`src/rtl/scrub_pkg.sv`:
```
package scrub_pkg;
  typedef enum logic [3:0] {
    S_IDLE,
    S_LD_RD,
    S_LD_WR,
    S_VF_RD,
    S_VF_CMP,
    S_CK_RD,
    S_CK_CMP,
    S_RW_RD,
    S_RW_WR,
    S_FIN
  } scrub_state_e;
endpackage

```
`src/rtl/scrub_addr_ctr.sv`:
```
module scrub_addr_ctr #(
  parameter int DEPTH = 16,
  parameter int AW    = $clog2(DEPTH)
) (
  input  logic          clk,
  input  logic          rst_n,
  input  logic          clr,
  input  logic          inc,
  output logic [AW-1:0] addr,
  output logic          last
);
  localparam logic [AW-1:0] TOP = AW'(DEPTH - 1);

  logic [AW-1:0] addr_q, addr_d;
  logic          addr_en;

  assign addr_en = clr | inc;

  always_comb begin
    addr_d = addr_q;
    if (clr)      addr_d = '0;
    else if (inc) addr_d = addr_q + 1'b1;
  end

  always_ff @(posedge clk or negedge rst_n) begin
    if (!rst_n)       addr_q <= '0;
    else if (addr_en) addr_q <= addr_d;
  end

  assign addr = addr_q;
  assign last = (addr_q == TOP);

  // the word address never leaves the image
  a_r1_addr_in_image: assert property (@(posedge clk) disable iff (!rst_n)
    addr_q <= TOP);
endmodule

```
`src/rtl/scrub_fsm.sv`:
```
module scrub_fsm
  import scrub_pkg::*;
(
  input  logic         clk,
  input  logic         rst_n,
  input  logic         cfg_req,
  input  logic         last,
  input  logic         differ,
  output scrub_state_e state,
  output logic         addr_clr,
  output logic         addr_inc,
  output logic         store_rd,
  output logic         ram_rd,
  output logic         ram_we,
  output logic         cfg_accept,
  output logic         mm_evt,
  output logic         fin_enter,
  output logic         pon
);
  scrub_state_e state_q, state_d;
  logic         pon_q, pon_en;

  always_comb begin
    state_d    = state_q;
    addr_clr   = 1'b0;
    addr_inc   = 1'b0;
    store_rd   = 1'b0;
    ram_rd     = 1'b0;
    ram_we     = 1'b0;
    cfg_accept = 1'b0;
    mm_evt     = 1'b0;
    case (state_q)
      S_IDLE: begin
        if (cfg_req) begin
          cfg_accept = 1'b1;
          addr_clr   = 1'b1;
          state_d    = S_CK_RD;
        end
      end
      S_LD_RD: begin
        store_rd = 1'b1;
        state_d  = S_LD_WR;
      end
      S_LD_WR: begin
        ram_we = 1'b1;
        if (last) begin
          addr_clr = 1'b1;
          state_d  = S_VF_RD;
        end else begin
          addr_inc = 1'b1;
          state_d  = S_LD_RD;
        end
      end
      S_VF_RD: begin
        store_rd = 1'b1;
        ram_rd   = 1'b1;
        state_d  = S_VF_CMP;
      end
      S_VF_CMP: begin
        if (differ) begin
          mm_evt   = 1'b1;
          addr_clr = 1'b1;
          state_d  = S_FIN;
        end else if (last) begin
          addr_clr = 1'b1;
          state_d  = S_FIN;
        end else begin
          addr_inc = 1'b1;
          state_d  = S_VF_RD;
        end
      end
      S_CK_RD: begin
        store_rd = 1'b1;
        ram_rd   = 1'b1;
        state_d  = S_CK_CMP;
      end
      S_CK_CMP: begin
        if (differ) begin
          mm_evt   = 1'b1;
          addr_clr = 1'b1;
          state_d  = S_RW_RD;
        end else if (last) begin
          addr_clr = 1'b1;
          state_d  = S_FIN;
        end else begin
          addr_inc = 1'b1;
          state_d  = S_CK_RD;
        end
      end
      S_RW_RD: begin
        store_rd = 1'b1;
        state_d  = S_RW_WR;
      end
      S_RW_WR: begin
        ram_we = 1'b1;
        if (last) begin
          addr_clr = 1'b1;
          state_d  = S_FIN;
        end else begin
          addr_inc = 1'b1;
          state_d  = S_RW_RD;
        end
      end
      S_FIN:   state_d = S_IDLE;
      default: state_d = S_IDLE;
    endcase
  end

  assign fin_enter = (state_d == S_FIN) && (state_q != S_FIN);
  assign pon_en    = (state_q == S_FIN);

  always_ff @(posedge clk or negedge rst_n) begin
    if (!rst_n) state_q <= S_LD_RD;
    else        state_q <= state_d;
  end

  always_ff @(posedge clk or negedge rst_n) begin
    if (!rst_n)      pon_q <= 1'b1;
    else if (pon_en) pon_q <= 1'b0;
  end

  assign state = state_q;
  assign pon   = pon_q;

  // a request while busy never starts a new check
  a_r6_busy_refuses: assert property (@(posedge clk) disable iff (!rst_n)
    (state_q != S_IDLE && state_q != S_CK_CMP) |=> (state_q != S_CK_RD));

  // the operation after the done cycle is never another done cycle
  a_r1_done_single: assert property (@(posedge clk) disable iff (!rst_n)
    (state_q == S_FIN) |=> (state_q != S_FIN));
endmodule

```
`src/rtl/scrub_status.sv`:
```
module scrub_status #(
  parameter int CNT_W     = 4,
  parameter int SUSPECT_N = 3
) (
  input  logic             clk,
  input  logic             rst_n,
  input  logic             cfg_accept,
  input  logic             mm_evt,
  input  logic             fin_enter,
  input  logic             pon,
  output logic             warn,
  output logic             err,
  output logic             suspect,
  output logic [CNT_W-1:0] count
);
  localparam int                RUN_W   = $clog2(SUSPECT_N + 1);
  localparam logic [CNT_W-1:0]  CNT_MAX = '1;
  localparam logic [RUN_W-1:0]  RUN_TOP = RUN_W'(SUSPECT_N);

  logic             hit_q, hit_d, hit_eff;
  logic             warn_q, warn_d;
  logic             err_q, err_d;
  logic             sus_q, sus_d;
  logic [CNT_W-1:0] cnt_q, cnt_d;
  logic [RUN_W-1:0] run_q, run_d, run_inc;
  logic             cfg_done;

  assign hit_eff  = hit_q | mm_evt;
  assign cfg_done = fin_enter & ~pon;
  assign run_inc  = (run_q == RUN_TOP) ? run_q : run_q + 1'b1;

  always_comb begin
    hit_d  = hit_q;
    warn_d = warn_q;
    err_d  = err_q;
    sus_d  = sus_q;
    cnt_d  = cnt_q;
    run_d  = run_q;
    if (cfg_accept) begin
      hit_d  = 1'b0;
      warn_d = 1'b0;
    end else if (mm_evt) begin
      hit_d = 1'b1;
    end
    if (fin_enter && pon) begin
      err_d = err_q | hit_eff;
    end
    if (cfg_done) begin
      warn_d = hit_eff;
      if (hit_eff) begin
        if (cnt_q != CNT_MAX) cnt_d = cnt_q + 1'b1;
        run_d = run_inc;
        if (run_inc >= RUN_TOP) sus_d = 1'b1;
      end else begin
        run_d = '0;
      end
    end
  end

  always_ff @(posedge clk or negedge rst_n) begin
    if (!rst_n) begin
      hit_q  <= 1'b0;
      warn_q <= 1'b0;
      err_q  <= 1'b0;
      sus_q  <= 1'b0;
      cnt_q  <= '0;
      run_q  <= '0;
    end else begin
      hit_q  <= hit_d;
      warn_q <= warn_d;
      err_q  <= err_d;
      sus_q  <= sus_d;
      cnt_q  <= cnt_d;
      run_q  <= run_d;
    end
  end

  assign warn    = warn_q;
  assign err     = err_q;
  assign suspect = sus_q;
  assign count   = cnt_q;

  // the power-on error flag is sticky
  a_r2_err_sticky: assert property (@(posedge clk) disable iff (!rst_n)
    err_q |=> err_q);

  // the store-suspect flag is sticky
  a_r8_suspect_sticky: assert property (@(posedge clk) disable iff (!rst_n)
    sus_q |=> sus_q);

  // the repair counter never wraps from its maximum
  a_r7_no_wrap: assert property (@(posedge clk) disable iff (!rst_n)
    (cnt_q == CNT_MAX) |=> (cnt_q == CNT_MAX));

  // an accepted configure clears the warning
  a_r9_warn_clears: assert property (@(posedge clk) disable iff (!rst_n)
    cfg_accept |=> !warn_q);
endmodule

```
`src/rtl/seqram_scrubber.sv`:
```
module seqram_scrubber
  import scrub_pkg::*;
#(
  parameter  int DEPTH     = 16,
  parameter  int WIDTH     = 16,
  parameter  int CNT_W     = 4,
  parameter  int SUSPECT_N = 3,
  localparam int AW        = $clog2(DEPTH)
) (
  input  logic             clk,
  input  logic             rst_n,
  input  logic             cfg_req,
  output logic             busy,
  output logic             done,
  output logic             warn,
  output logic             err,
  output logic             store_suspect,
  output logic [CNT_W-1:0] repair_count,
  output logic             store_rd,
  output logic [AW-1:0]    store_addr,
  input  logic [WIDTH-1:0] store_data,
  output logic             ram_rd,
  output logic             ram_we,
  output logic [AW-1:0]    ram_addr,
  output logic [WIDTH-1:0] ram_wdata,
  input  logic [WIDTH-1:0] ram_rdata
);
  scrub_state_e  state;
  logic          addr_clr, addr_inc, last;
  logic [AW-1:0] addr;
  logic          differ, cfg_accept, mm_evt, fin_enter, pon;

  assign differ = (store_data != ram_rdata);

  scrub_addr_ctr #(.DEPTH(DEPTH), .AW(AW)) u_addr (
    .clk   (clk),
    .rst_n (rst_n),
    .clr   (addr_clr),
    .inc   (addr_inc),
    .addr  (addr),
    .last  (last)
  );

  scrub_fsm u_fsm (
    .clk        (clk),
    .rst_n      (rst_n),
    .cfg_req    (cfg_req),
    .last       (last),
    .differ     (differ),
    .state      (state),
    .addr_clr   (addr_clr),
    .addr_inc   (addr_inc),
    .store_rd   (store_rd),
    .ram_rd     (ram_rd),
    .ram_we     (ram_we),
    .cfg_accept (cfg_accept),
    .mm_evt     (mm_evt),
    .fin_enter  (fin_enter),
    .pon        (pon)
  );

  scrub_status #(.CNT_W(CNT_W), .SUSPECT_N(SUSPECT_N)) u_status (
    .clk        (clk),
    .rst_n      (rst_n),
    .cfg_accept (cfg_accept),
    .mm_evt     (mm_evt),
    .fin_enter  (fin_enter),
    .pon        (pon),
    .warn       (warn),
    .err        (err),
    .suspect    (store_suspect),
    .count      (repair_count)
  );

  assign store_addr = addr;
  assign ram_addr   = addr;
  assign ram_wdata  = store_data;
  assign busy       = (state != S_IDLE);
  assign done       = (state == S_FIN);

  // every RAM write carries data fetched from the store one cycle earlier
  a_r5_write_after_fetch: assert property (@(posedge clk) disable iff (!rst_n)
    ram_we |-> $past(store_rd));

  // done is only ever raised inside a busy window
  a_r1_done_in_busy: assert property (@(posedge clk) disable iff (!rst_n)
    done |-> busy);
endmodule

```
`config.mk`:
```
export PLATFORM = sky130hd
export DESIGN_NAME = seqram_scrubber
export DESIGN_NICKNAME = d
export VERILOG_FILES = /design/src/rtl/scrub_pkg.sv /design/src/rtl/scrub_addr_ctr.sv /design/src/rtl/scrub_fsm.sv /design/src/rtl/scrub_status.sv /design/src/rtl/seqram_scrubber.sv
export SDC_FILE = /design/constraint.sdc
export NUM_CORES = 1
export LEC_CHECK = 0
export BUFFER_PORTS_ARGS = -buffer_cell sky130_fd_sc_hd__buf_2
export CAP_MARGIN = 30
export CORE_MARGIN = 2
export CORE_UTILIZATION = 50
export CTS_CLUSTER_DIAMETER = 120
export DETAILED_ROUTE_END_ITERATION = 8
export PLACE_DENSITY_LB_ADDON = 0.25
export SETUP_SLACK_MARGIN = 0.02
export SYNTH_ARGS = -nofsm -noshare
export SYNTH_HDL_FRONTEND = slang
export SYNTH_SLANG_ARGS = --single-unit
```
`constraint.sdc`:
```
create_clock -name clk -period 6.7 [get_ports clk]
set_clock_uncertainty 0.15 [all_clocks]
set_input_delay 0.67 -clock clk [delete_from_list [all_inputs] [get_ports clk]]
set_output_delay 0.67 -clock clk [all_outputs]
set_load 0.03 [all_outputs]
```
Yosys cells after proc, flatten, opt, wreduce, memory -nomap -nowiden
Index checks and enable logic that the tools add are counted.
W data, S select, Z words.
- input port bits: 35
- output and inout port bits: 36
- word-level logic and storage cells: 76
- flip-flop bits (word level): 19
- muxes and demuxes: 29
- bitwise logic cells: 5
- add/subtract/negate cells: 3
- equal/unequal tests: 15
- magnitude comparators: 1
- reduce and logical (&&, ||, !) cells: 14
- operator list (kind ; count):
    $pmux W4 S9 ; 1
    $mux W4 ; 8
    $eq A4 B3 Y1 const B ; 4
    $eq A4 B4 Y1 const B ; 4
    $ne A16 B16 Y1 ; 1
    $mux W1 ; 15
    $add A4 B1 Y4 const B ; 2
    $eq A4 B2 Y1 const B ; 2
    $ne A4 B4 Y1 const B ; 2
    $mux W2 ; 3
    $reduce_and A3 Y1 ; 2
    $reduce_bool A2 Y1 ; 3
    $reduce_or A2 Y1 ; 3
    $eq A4 B1 Y1 const B ; 1
    $logic_not A4 Y1 ; 1
    $reduce_bool A4 Y1 ; 1
    $reduce_or A4 Y1 ; 1
    $or A1 B1 Y1 ; 3
    $pmux W1 S3 ; 1
    $add A2 B1 Y2 const B ; 1
    $eq A2 B2 Y1 const B ; 1
    $ge A2 B2 Y1 const B ; 1
    $logic_and A1 B1 Y1 ; 2
    $pmux W1 S2 ; 1
    3 further kinds ; 3

Depth between registers and ports, before layout
- word-level depth: 8
- mapped depth: 8
- depth with buffers taken out: 7

Hierarchy
A second synthesis with hierarchy kept.
- cells, all modules: 154
- area total of the unflattened synthesis: 1467.7 µm²
- modules (own cells, without submodules) (module ; cells an instance ; times used ; seq. area each (µm²) ; area each (µm²)):
    scrub_fsm ; 57 ; 1 ; 127.6 ; 491.7
    scrub_status ; 36 ; 1 ; 250.2 ; 439.2
    seqram_scrubber ; 44 ; 1 ; 0.0 ; 337.8
    scrub_addr_ctr ; 17 ; 1 ; 100.1 ; 198.9

Worst setup path after synthesis
Ideal clock, no wire load.
- path type: register to register
- from: register u_addr.addr_q[0], in the netlist u_addr.addr[0]
- to: register u_status.cnt_q[1], in the netlist u_status.count[1]
- data required time: 6425 ps
- setup time: 125 ps
- slack: 4212 ps
- arrival time: 2213 ps
- clock period less this slack: 2488 ps
- buffers on the path: 1
- stages on the path, launching flop included: 9
- cell sequence: dfrtp_1 > ha_1 > and3_1 > buf_2 > o211ai_1 > nor2_1 > mux2i_2 > a311o_1 > mux2_4
- word-level cells in the longest chain between the ends: 8
- elaborated cells on any way between the ends: 12
- those cells by class: eq/ne (2); mux (7); bitwise (1); reduce/logical (2)
- RTL lines (item ; RTL line ; RTL):
    start: declaration ; scrub_addr_ctr.sv:14 ; logic [AW-1:0] addr_q, addr_d;
    start signal: assignment ; scrub_addr_ctr.sv:27 ; else if (addr_en) addr_q <= addr_d;
    $eq A4 B4 Y1 * ; scrub_addr_ctr.sv:31 ; assign last = (addr_q == TOP);
    $mux W4, on equally long branches ; scrub_fsm.sv:64, scrub_fsm.sv:82 ;
    $mux W4, on equally long branches ; scrub_fsm.sv:60, scrub_fsm.sv:78 ;
    $pmux W4 S9 * ; scrub_fsm.sv:32 ; case (state_q)
    $eq A4 B4 Y1 * ; scrub_fsm.sv:109 ; assign fin_enter = (state_d == S_FIN) && (state_q != S_FIN);
    $logic_and A1 B1 Y1 * ; scrub_fsm.sv:109 ;
    $and A1 B1 Y1 * ; scrub_status.sv:29 ; assign cfg_done = fin_enter & ~pon;
    $reduce_and A3 Y1 (no source line) * ; - ;
    end signal: assignment ; scrub_status.sv:73 ; cnt_q <= cnt_d;
    end: declaration ; scrub_status.sv:24 ; logic [CNT_W-1:0] cnt_q, cnt_d;
Mark *: on every way between the ends. The rest lies on a longest branch, timed or not.
A chain may end at the register's enable or synchronous reset.

Final worst setup path
- from: input port ram_rdata[8]
- to: register u_status.cnt_q[1], in the netlist u_status.count[1]
- word-level cells in the longest chain between the ends: 7
- elaborated cells on any way between the ends: 11
- those cells by class: eq/ne (2); mux (5); bitwise (2); reduce/logical (2)
- RTL lines (item ; RTL line ; RTL):
    start: declaration ; seqram_scrubber.sv:26 ; input logic [WIDTH-1:0] ram_rdata
    $ne A16 B16 Y1 * ; seqram_scrubber.sv:33 ; assign differ = (store_data != ram_rdata);
    $mux W4, on equally long branches ; scrub_fsm.sv:78, scrub_fsm.sv:60 ;
    $pmux W4 S9 ; scrub_fsm.sv:32 ;
    $eq A4 B4 Y1 ; scrub_fsm.sv:109 ;
    $logic_and A1 B1 Y1 ; scrub_fsm.sv:109 ;
    $and A1 B1 Y1 ; scrub_status.sv:29 ;
    $reduce_and A3 Y1 (no source line) * ; - ;
Marks and branches as above.

==> flow_metrics.py <==
metrics = {
    "outcome": {
        "status": "complete, no violations",
    },
    "worst_setup_path": {
        "worst_path_max_delay_cell": "mux2i_2",
        "crit_arrival_ns": 2.86,
        "critPathMaxFanout": 11,
        "crit_buf_inv": 1,
        "cp-end-kind": "flip-flop",
        "r2r_setup_slack_ns": 4.12,
        "worstPathCellList": "buf_2 > xor2_1 > nor4_1 > nand4_1 > mux2i_2 > a311o_1 > mux2_4",
        "critical_path_class": "input pin to flip-flop",
        "critical-path-top-delay-family": "multiplexers",
        "worstReg2RegStart": "u_addr.addr[0]",
        "start_kind": "input pin",
        "critical_path_required_ns": 6.76,
        "r2r-end": "u_status.count[1]",
        "reg2reg_depth": 7,
        "cp_slowest_stage_delay_ns": 0.54,
    },
    "power_and_ir_drop": {
        "clkPwrFrac_pct": 9.6,
        "p_leak_nw": 0.854,
        "p_per_area_nw_per_um2": 379,
        "power_switching_mw": 0.322,
        "internal_power_mw": 0.327,
        "swShare_pct": 49.6,
        "share_seq_of_total_power_pct": 34.0,
        "irDropWorstVdd_uv": 318,
        "comb_power_share_pct": 56.4,
    },
    "grt": {
        "grt_pass1_wl_um": 5240,
        "grt_antenna_before_repair": 0,
        "track_usage_pct": 19.5,
        "grt_pass1_vias": 1228,
        "gr-total-overflow": 0,
        "grt_max_degree": 20,
    },
    "clock_tree": {
        "cts_resized": 0,
        "cts_setup_buffers": 0,
        "cts_buffers": 3,
        "cts_hold_buf": 0,
        "cts_num_sinks": 19,
        "cts_root_buf": "clkbuf_4",
        "clkTransAtPathRegs_ns": 0.12,
        "tritoncts": "done",
        "clkLatencyLatePin_ns": 0.31,
        "htreeDepth": 1,
        "cts_buffer_depth": 2,
    },
    "yosys": {
        "syn_nets": 193,
        "synth_ff_type": "dfrtp_1",
        "ys_warn_count": 0,
        "avgSynthCellArea_um2": 9.50,
        "async_flop_share_pct": 100,
        "synth_seq_area_share_pct": 32.3,
        "yosysUniqueCellTypes": 52,
        "syn_area_um2": 1480,
        "synthCells": 156,
        "synth_edf_count": 0,
        "synth_seq_cells": 19,
    },
    "floorplanning": {
        "core_area_um2": 2780,
        "io_pins": 71,
        "rows": 19,
        "die_area_um2": 3410,
        "die_height_um": 58.4,
        "start_util_pct": 53.3,
        "die_w_um": 58.4,
    },
    "timing": {
        "finalCriticalPeriod_ns": 2.80,
        "finalCritPeriodShare_pct": 41.7,
        "rsz0062_at_grt": "no",
        "max_slew_margin_pct": 62.7,
        "slew_viol_final": 0,
        "setup_tns_ns": 0,
        "max_freq_mhz": 358,
        "hold_violations": 0,
        "tightest_slew_ns": 0.558,
        "finalSetupViolations": 0,
    },
    "placed_design": {
        "dp_cells": 231,
        "place.gp.congestion": 0.789,
        "portBuffers": 70,
        "dpl.hpwl_um": 2470,
    },
    "finish": {
        "fin_cells": 235,
        "seq_area_um2": 478,
        "diodes": 0,
        "layout-drive-gt1-share_pct": 44.6,
        "area_delta_synth_final_pct": 15.6,
        "multi_input_area_um2": 805,
        "fillers": 239,
        "finish.net_count": 242,
    },
    "detailed_routing": {
        "detail_route.vias_per_cell": 5.48,
        "vias": 1287,
        "wire_per_inst_um": 13.5,
        "first_pass_iters": 4,
        "drc": 0,
        "drtIter0Drc": 37,
        "drt_wl_total_um": 3180,
        "postRouteAntennaNets": 0,
    },
    "job": {
        "cap_violations": 0,
    },
    "worst_hold_path": {
        "hold_class": "input pin to asynchronous set/reset pin",
    },
}
[worst register-to-register path: cells and delay by family (launching register included)]
family	cells	cell delay, ns
adders and majority gates	1	0.29
and+or+nand+nor	2	0.50
DFF	1	0.51
AOI/OAI and AO/OA	2	0.58
muxes	2	0.47
[cell usage in the layout (no fill, tap or decap), types with 3 or more instances in the layout]
cell type / count
nor2b_1: 5
nor2_1: 8
nand3_1: 3
a21oi_1: 9
o21ai_0: 4
nand2_1: 4
a211oi_1: 3
nor4_1: 5
xor2_1: 16
nand2b_1: 3
dfrtp_1: 17
clkbuf_4: 3
mux2_2: 4
buf_2: 70
xnor2_1: 3
nor3_1: 6
[worst max-delay path by stage]
| stage | slack (ns) | to | cells after the start | from |
|---|---|---|---|---|
| floorplan | 4.21 | u_status.count[1] | 8 | u_addr.addr[0] |
| detailed placement | 3.55 | u_status.count[1] | 7 | ram_rdata[8] |
| global placement | 3.53 | u_status.count[1] | 7 | ram_rdata[8] |
| global route | 3.72 | u_status.count[1] | 7 | ram_rdata[8] |
| finish | 3.90 | u_status.count[1] | 7 | ram_rdata[8] |
| CTS | 3.89 | u_status.count[1] | 7 | ram_rdata[8] |
[sequential cells by signal, indices dropped and copies added, names as in the netlist]
signal	cells
u_addr.addr	4
u_fsm.pon	1
u_fsm.state	4
u_status.count	4
u_status.err	1
u_status.hit_q	1
u_status.run_q	2
u_status.suspect	1
u_status.warn	1
[metal layers]
metal / GRT usage [%] / vias to the layer above / wire [um]
met2: 35.3 / 39 / 1650
met4: 3.99 / 0 / 26
met3: 3.96 / 5 / 162
met1: 23.8 / 617 / 1340
met5: 0 / - / 0
li1: - / 626 / -
[synthesized netlist by cell type, types with 2 or more instances]
library cell	instances	share of area [%]
a211oi_1	3	1.5
a21o_1	2	1.0
a21oi_1	9	3.0
and2_1	2	0.84
and3_1	2	0.84
buf_2	2	0.68
buf_4	21	11
dfrtp_1	17	29
dfstp_2	2	3.5
ha_1	2	1.7
inv_1	2	0.51
mux2_2	4	3.0
nand2_1	4	1.0
nand2b_1	3	1.3
nand3_1	3	1.0
nor2_1	8	2.0
nor2b_1	5	2.1
nor3_1	6	2.0
nor3b_1	2	1.0
nor4_1	5	2.1
o21ai_0	4	1.4
xnor2_1	3	1.8
xor2_1	16	9.5
[power by group through the flow]
stage	Clock, mW	Combinational (mW)	Sequential, mW
finish	0.0625	0.366	0.221
global route	0.0689	0.400	0.228
CTS	0.0646	0.368	0.218
detailed placement	0	0.366	0.220
global placement	0	0.355	0.219
floorplan	0	0.286	0.226
[stage by stage]
stage / power (mW) / area (um2) / util, % / setup slack (ns) / hold slack [ns]
floorplan: 0.512 / 1480 / - / 4.21 / 0.224
global placement: 0.574 / 1680 / 60.5 / 3.53 / 0.288
detailed placement: 0.586 / 1680 / 60.5 / 3.55 / 0.292
CTS: 0.651 / 1710 / 61.6 / 3.89 / 0.133
global route: 0.697 / 1710 / 61.6 / 3.72 / 0.137
finish: 0.649 / 1710 / 61.6 / 3.90 / 0.129
[kinds of logic (layout without fill, tap and decap cells)]
family	Yosys count	count (layout)	synth area share, %
simple gates	50	50	21.3
compound gates	31	31	15.1
buf+inv	29	77	13.4
xor+xnor	19	19	11.2
flops	19	19	32.3
mux	6	6	4.98
fa+ha+maj	2	2	1.69
[final cells by class]
class	count	share of cell area [%]
clock inverters	1	0.438
clock buffers	3	1.31
inverters	3	0.657
flip-flops and latches	19	27.9
repair buffers	70	20.5
well taps	31	2.26
multi-input cells	108	47.0
(Power assumes the default switching activity.)
